[config.mk]
export PLATFORM = sky130hd
export DESIGN_NAME = evt_thresh_counter
export DESIGN_NICKNAME = d
export VERILOG_FILES = /design/src/rtl/evtc_pkg.sv /design/src/rtl/evtc_filter.sv /design/src/rtl/evtc_thresh.sv /design/src/rtl/evtc_accum.sv /design/src/rtl/evt_thresh_counter.sv
export SDC_FILE = /design/constraint.sdc
export NUM_CORES = 1
export LEC_CHECK = 0
export BUFFER_PORTS_ARGS = -buffer_cell sky130_fd_sc_hd__buf_4
export CAP_MARGIN = 30
export CORE_ASPECT_RATIO = 0.75
export CORE_UTILIZATION = 50
export DETAILED_ROUTE_END_ITERATION = 10
export HOLD_SLACK_MARGIN = 0.02
export PLACE_DENSITY = 0.85
export REMOVE_ABC_BUFFERS = 1
export SLEW_MARGIN = 20
export SYNTH_ARGS = -nofsm -noshare
export SYNTH_HDL_FRONTEND = slang
export SYNTH_SLANG_ARGS = --single-unit
[constraint.sdc]
create_clock -name clk -period 7.85 [get_ports clk]
set_clock_uncertainty 0.1 [all_clocks]
set_input_delay 1.1775 -clock clk [delete_from_list [all_inputs] [get_ports clk]]
set_output_delay 1.1775 -clock clk [all_outputs]
set_load 0.01 [all_outputs]
[src/rtl/evtc_pkg.sv]
`timescale 1ns/1ps
package evtc_pkg;

   localparam int TH_FIELD_W = 12;

   typedef enum logic [1:0] {
      CMP_NE = 2'd0,
      CMP_EQ = 2'd1,
      CMP_GE = 2'd2,
      CMP_LT = 2'd3
   } cmp_fn_e;

   typedef enum logic [1:0] {
      PRIV_USER = 2'd0,
      PRIV_KERN = 2'd1,
      PRIV_HYP  = 2'd2,
      PRIV_TOP  = 2'd3
   } priv_e;

   typedef enum logic [1:0] {
      RA_CTRL   = 2'd0,
      RA_COUNT  = 2'd1,
      RA_STATUS = 2'd2,
      RA_CAPS   = 2'd3
   } reg_addr_e;

   // control word, LSB first: enable, wide, excl[2:0], cmp, count_one, thresh
   typedef struct packed {
      logic [TH_FIELD_W-1:0] thresh;
      logic                  count_one;
      logic [1:0]            cmp;
      logic [2:0]            excl;
      logic                  wide;
      logic                  enable;
   } ctrl_t;

endpackage

[src/rtl/evtc_filter.sv]
`timescale 1ns/1ps
module evtc_filter
   import evtc_pkg::*;
(
   input  logic       enable,
   input  logic [2:0] excl,
   input  logic [1:0] priv,
   output logic       pass
);
   always_comb begin
      unique case (priv)
         PRIV_USER: pass = enable & ~excl[0];
         PRIV_KERN: pass = enable & ~excl[1];
         PRIV_HYP:  pass = enable & ~excl[2];
         default:   pass = enable;
      endcase
   end
endmodule

[src/rtl/evtc_thresh.sv]
`timescale 1ns/1ps
module evtc_thresh
   import evtc_pkg::*;
#(
   parameter int EVT_W = 4,
   parameter int TH_W  = 12,
   parameter bit TH_EN = 1'b1
) (
   input  logic [EVT_W-1:0] evt,
   input  logic [TH_W-1:0]  th,
   input  logic [1:0]       cmp,
   input  logic             count_one,
   output logic [EVT_W-1:0] inc
);
   localparam int CW = (EVT_W > TH_W) ? EVT_W : TH_W;

   generate
      if (TH_EN) begin : g_thresh
         logic [CW-1:0] e_w, t_w;
         logic          hit;
         assign e_w = CW'(evt);
         assign t_w = CW'(th);
         always_comb begin
            unique case (cmp)
               CMP_NE:  hit = (e_w != t_w);
               CMP_EQ:  hit = (e_w == t_w);
               CMP_GE:  hit = (e_w >= t_w);
               default: hit = (e_w <  t_w);
            endcase
            if (th == '0)
               inc = evt;
            else if (!hit)
               inc = '0;
            else if (count_one)
               inc = EVT_W'(1);
            else
               inc = evt;
         end
      end else begin : g_raw
         assign inc = evt;
      end
   endgenerate
endmodule

[src/rtl/evtc_accum.sv]
`timescale 1ns/1ps
module evtc_accum #(
   parameter int CNT_W = 64,
   parameter int EVT_W = 4
) (
   input  logic             clk,
   input  logic             rst_n,
   input  logic             wide,
   input  logic             load,
   input  logic [CNT_W-1:0] load_val,
   input  logic             step_en,
   input  logic [EVT_W-1:0] inc,
   output logic [CNT_W-1:0] cnt,
   output logic             wrap
);
   localparam int HALF_W = CNT_W / 2;

   logic [CNT_W-1:0] cnt_q, nxt;
   logic [HALF_W:0]  sum_lo;
   logic [CNT_W:0]   sum_full;
   logic             carry;

   assign sum_lo   = {1'b0, cnt_q[HALF_W-1:0]} + (HALF_W+1)'(inc);
   assign sum_full = {1'b0, cnt_q} + (CNT_W+1)'(inc);

   always_comb begin
      if (wide) begin
         nxt   = sum_full[CNT_W-1:0];
         carry = sum_full[CNT_W];
      end else begin
         nxt   = {{HALF_W{1'b0}}, sum_lo[HALF_W-1:0]};
         carry = sum_lo[HALF_W];
      end
   end

   always_ff @(posedge clk or negedge rst_n) begin
      if (!rst_n)
         cnt_q <= '0;
      else if (load)
         cnt_q <= wide ? load_val : {{HALF_W{1'b0}}, load_val[HALF_W-1:0]};
      else if (step_en)
         cnt_q <= nxt;
   end

   assign cnt  = cnt_q;
   assign wrap = step_en & ~load & carry;
endmodule

[src/rtl/evt_thresh_counter.sv]
`timescale 1ns/1ps
module evt_thresh_counter
   import evtc_pkg::*;
#(
   parameter int EVT_W  = 4,
   parameter int TH_MAX = 255,
   parameter int CNT_W  = 64
) (
   input  logic             clk,
   input  logic             rst_n,
   input  logic [EVT_W-1:0] evt_cnt,
   input  logic [1:0]       priv,
   input  logic             wr_en,
   input  logic [1:0]       wr_addr,
   input  logic [CNT_W-1:0] wr_data,
   input  logic [1:0]       rd_addr,
   output logic [CNT_W-1:0] rd_data,
   output logic             ovf_flag
);
   localparam int TH_W   = TH_FIELD_W;
   localparam int HALF_W = CNT_W / 2;
   localparam int CTRL_W = $bits(ctrl_t);
   localparam bit TH_EN  = (TH_MAX != 0);
   localparam logic [TH_W-1:0] TH_LIM = TH_W'(TH_MAX);

   generate
      if (TH_MAX < 0 || TH_MAX > (1 << TH_W) - 1) begin : g_bad_thmax
         $error("TH_MAX must fit the threshold field");
      end
      if (CNT_W < 2 * CTRL_W || (CNT_W % 2) != 0) begin : g_bad_cntw
         $error("CNT_W must be even and hold the control word");
      end
      if (EVT_W < 1 || EVT_W > CNT_W / 2) begin : g_bad_evtw
         $error("EVT_W must be between 1 and CNT_W/2");
      end
   endgenerate

   ctrl_t            ctrl_q, ctrl_nxt;
   logic             ovf_q, therr_q, th_bad;
   logic             wr_ctrl, wr_count, wr_status;
   logic             pass, acc_wrap;
   logic [EVT_W-1:0] inc;
   logic [CNT_W-1:0] cnt_q;

   assign wr_ctrl   = wr_en && (wr_addr == RA_CTRL);
   assign wr_count  = wr_en && (wr_addr == RA_COUNT);
   assign wr_status = wr_en && (wr_addr == RA_STATUS);

   always_comb begin
      ctrl_nxt = ctrl_t'(wr_data[CTRL_W-1:0]);
      th_bad   = (ctrl_nxt.thresh > TH_LIM);
      if (th_bad)
         ctrl_nxt.thresh = ctrl_q.thresh;
   end

   always_ff @(posedge clk or negedge rst_n) begin
      if (!rst_n) begin
         ctrl_q  <= '0;
         therr_q <= 1'b0;
         ovf_q   <= 1'b0;
      end else begin
         if (wr_ctrl) begin
            ctrl_q <= ctrl_nxt;
            if (th_bad)
               therr_q <= 1'b1;
         end else if (wr_status && wr_data[1]) begin
            therr_q <= 1'b0;
         end
         ovf_q <= acc_wrap | (ovf_q & ~(wr_status & wr_data[0]));
      end
   end

   evtc_filter filt_i (
      .enable (ctrl_q.enable),
      .excl   (ctrl_q.excl),
      .priv   (priv),
      .pass   (pass)
   );

   evtc_thresh #(.EVT_W(EVT_W), .TH_W(TH_W), .TH_EN(TH_EN)) thr_i (
      .evt       (evt_cnt),
      .th        (ctrl_q.thresh),
      .cmp       (ctrl_q.cmp),
      .count_one (ctrl_q.count_one),
      .inc       (inc)
   );

   evtc_accum #(.CNT_W(CNT_W), .EVT_W(EVT_W)) acc_i (
      .clk      (clk),
      .rst_n    (rst_n),
      .wide     (ctrl_q.wide),
      .load     (wr_count),
      .load_val (wr_data),
      .step_en  (pass),
      .inc      (inc),
      .cnt      (cnt_q),
      .wrap     (acc_wrap)
   );

   always_comb begin
      unique case (rd_addr)
         RA_CTRL:   rd_data = CNT_W'(ctrl_q);
         RA_COUNT:  rd_data = ctrl_q.wide ? cnt_q : {{HALF_W{1'b0}}, cnt_q[HALF_W-1:0]};
         RA_STATUS: rd_data = CNT_W'({therr_q, ovf_q});
         default:   rd_data = CNT_W'(TH_MAX);
      endcase
   end

   assign ovf_flag = ovf_q;
endmodule

==> results.md <==
* Outcome: complete, no violations
* Vias in the first global route at about 5,700
* CORE AREA at about 12,000 sq um
* Critical path fanouts, max at 7
* Core Rows at 34
* GRT overflow at 0
* Top Family by Delay on Critical Path: simple AND/OR/NAND/NOR gates
* Worst Setup Start Kind: input port
* Starting DRT DRC Count at slightly below 700
* Power per Cell Area at ~220 nW/um^2
* YS warnings at 0
* Post-synthesis simple-gate area fraction at roughly a third
* Gr usage total at between 20% and 30%
* Routed Antenna Nets at 0
* Worst-path cell chain: buf_4, ha_1, and4_1, and4_1, a211oi_1, nand3_1, o21a_1, nor2b_1, fa_1, nand3_1, a2111oi_1, and4_1, nor3b_2, o21ai_1, a32o_1
* # port buffers at about 140
* Async set-or-reset flop fraction in the synthesized netlist at 100%
* XOR/XNOR Fraction of Synth Area at under 10%
* Post-layout minimum cycle time at 4610 ps
* Routability congestion estimate at between 0.9 and 1
* First-pass GRT wire length at between 20,000 and 30,000 um
* Die X-Extent at roughly 130 um
* Worst Path Arrival at ~4800 ps
* R2r setup slk at around 3400 ps
* Req. time, crit path at roughly 8000 ps
* Drt via density at about 6
* Max incr delay on CP at 500 ps
* Hold Vio Cnt, Final at 0
* Synth Instances at about 740
* Endpoint class of the critical path: flop
* NumNets Final at 942
* CP bufs+invs at 1
* Sum Neg Setup Slack at 0 ps
* Register area at around 2200 sq um
* Clock Path Buffers at 2
* EDFF count, synth at 0
* Lkg Pwr at about 3.5 nW
* Cts repair resizes at 0
* Worst path slowest cell: a2111oi_1
* Worst R2R Path Depth at 13
* DR WL/cell at ~18 um
* RR Startpoint: ctrl_q[18]$_DFFE_PN0P_
* Pins Over Slew Limit at 0
* Post-Route WL at 18,100 um
* Main synth FF type: dfrtp_1
* Commonest non-fill, non-tap cell in the layout: buf_4
* Hold_buf cts at 0
* Clock root cell: clkbuf_16
* DRT Pass-1 Iters at 5
* CTS tree: yes
* Worst flop-to-flop path endpoint: acc_i.cnt[48]$_DFFE_PN0P_
* Clk sinks at between 80 and 90
* Critical path type: in2reg
* Hold path startpoint: ctrl_q[19]$_DFFE_PN0P_
* Area share of fa/ha/maj cells after synthesis at between 2 and 3%
* Peak supply drop at ~140 uV
* Antenna violations before repair at 0
* Die ar. at approximately 13,000 sq um
* Initial cell density of the core at 52.0%
* Area grow syn2layout at 24.2%
* Hold path depth at 1
* Seq/Total Area, Yosys at 35.1%
* Largest family of logic cells by synthesized area: simple AND/OR/NAND/NOR gates
* Ratio of cells with drive above 1 in the final layout at roughly 23%
* Setup Fix Bufs, Post-CTS at 0
* Post-route cell area at between 7000 and 8000 sq um
* Period Utilization, post-route at 58.7%
* Antenna cells at 0
* Unrepaired setup endpoints after global routing: false
* Clock-pin slew on the worst setup and hold paths at about 60 ps
* Largest net degree at the start of global routing at 73
* WHS at 416 ps
* Max_slew headroom at about a third
* Synthesized cell area at 6130 sq um
* Compound-Gate Fraction of Synth Area at 14.2%
* Post-DP Area at roughly 7300 sq um
* WHS Endpoint: ctrl_q[19]$_DFFE_PN0P_
* Die height at just under 100 um
* Total number of vias at around 6,100
* Least-Margin Pin Slew at approximately 1000 ps
* Worst skew pair latency at 350 ps
* Io pins at around 140
* Mapped Avg Cell Area at 8.34 sq um
* Placed wire-length estimate at between 10,000 and 15,000 um
* MaxCap Viol Count at 0
* Max Fclk at between 200 and 250 MHz
* DRC at 0
* H-tree levels at 3
* Mux contribution to synthesized area at between 6 and 7%
* Most used cell along the critical path: and4_1
* Number of fill cells at a little over 1,000
* Multi-input logic area at about 3800 sq um
* Netlist cell types at 68
* Final setup viols at 0
* Commonest non-fill, non-tap cells in the layout: buf_4 (146), nand2_1 (107), dfrtp_1 (86)
* Yosys reg bits at 86
* Min-delay worst type: reg2reg
* CTS Buf Count at 9
==> layer usage <==
| metal | vias to the layer above | global-route usage (%) | part of all wire, % |
|---|---|---|---|
| met5 | - | 0 | 0 |
| met4 | 0 | 7.33 | 1.3 |
| met3 | 22 | 7.01 | 8.9 |
| met2 | 307 | 41.5 | 43 |
| met1 | 2898 | 43.8 | 47 |
| li1 | 2913 | - | - |
==> area by class of cell <==
type                       count  share of cell area, %
inverter                      14                  0.690
multi-input combinational    592                   49.3
timing repair buffer         149                   15.1
clock inverter                 3                  0.559
clock buffer                  13                   3.42
sequential                    86                   28.3
tap                          162                   2.66
==> synthesized netlist by cell type, drive strengths merged, types with 8 or more instances <==
cell type,instances,area share (%)
mux2,17,3.1
nor2,53,3.3
and3,48,4.9
a21oi,23,1.9
mux2i,22,3.6
nand4,16,2.2
dfrtp,86,35
a22oi,11,1.3
nand2,107,6.6
buf,8,0.74
and2,23,2.3
nor2b,12,1.3
xor2,16,2.3
nor3,15,1.5
ha,12,2.5
xnor2,16,2.3
o21ai,58,4.7
and4,13,1.9
clkbuf,35,2.1
inv,14,0.86
nand3,43,3.6
nor4,16,2.1
==> cells by family after synthesis <==
family                   Yosys count
flip-flops                        86
AND/OR/NAND/NOR                  372
adder cells (fa/ha/maj)           13
multiplexers                      39
XOR/XNOR                          32
buffers and inverters             57
AO/OA/AOI/OAI                    136
==> report_power, final <==
group          internal [mW]  total, mW  switching [mW]
combinational          0.235      0.512           0.277
sequential             0.544      0.711           0.167
clock                  0.264      0.446           0.182
total                   1.04       1.67           0.626
==> stage by stage <==
| step | utilization (%) | instances | setup slack (ps) | total power, mW |
|---|---|---|---|---|
| final | 64.6 | 1019 | 3240 | 1.67 |
| after CTS | 64.4 | 1018 | 3310 | 1.65 |
| after global placement | 61.6 | 1000 | 3080 | 1.18 |
| after floorplan | - | 692 | 3470 | 0.992 |
| after detailed placement | 61.9 | 1002 | 2990 | 1.21 |
| after global routing | 64.6 | 1019 | 2940 | 1.76 |
==> state kept, by name, summed over array words and instances (netlist names) <==
register	flops
acc_i.cnt	64
ovf_flag	1
therr_q	1
ctrl_q	20
==> worst max path at each step <==
stage | start | to | slack (ps) | depth (start not counted)
3_3_place_gp | evt_cnt[3] | acc_i.cnt[48]$_DFFE_PN0P_ | 3080 | 15
3_5_place_dp | evt_cnt[3] | acc_i.cnt[48]$_DFFE_PN0P_ | 2990 | 15
4_1_cts | evt_cnt[3] | acc_i.cnt[48]$_DFFE_PN0P_ | 3310 | 15
6_report | evt_cnt[3] | acc_i.cnt[48]$_DFFE_PN0P_ | 3240 | 15
5_1_grt | evt_cnt[3] | acc_i.cnt[48]$_DFFE_PN0P_ | 2940 | 15
2_1_floorplan | evt_cnt[3] | acc_i.cnt[48]$_DFFE_PN0P_ | 3470 | 14
(Power assumes the default switching activity.)
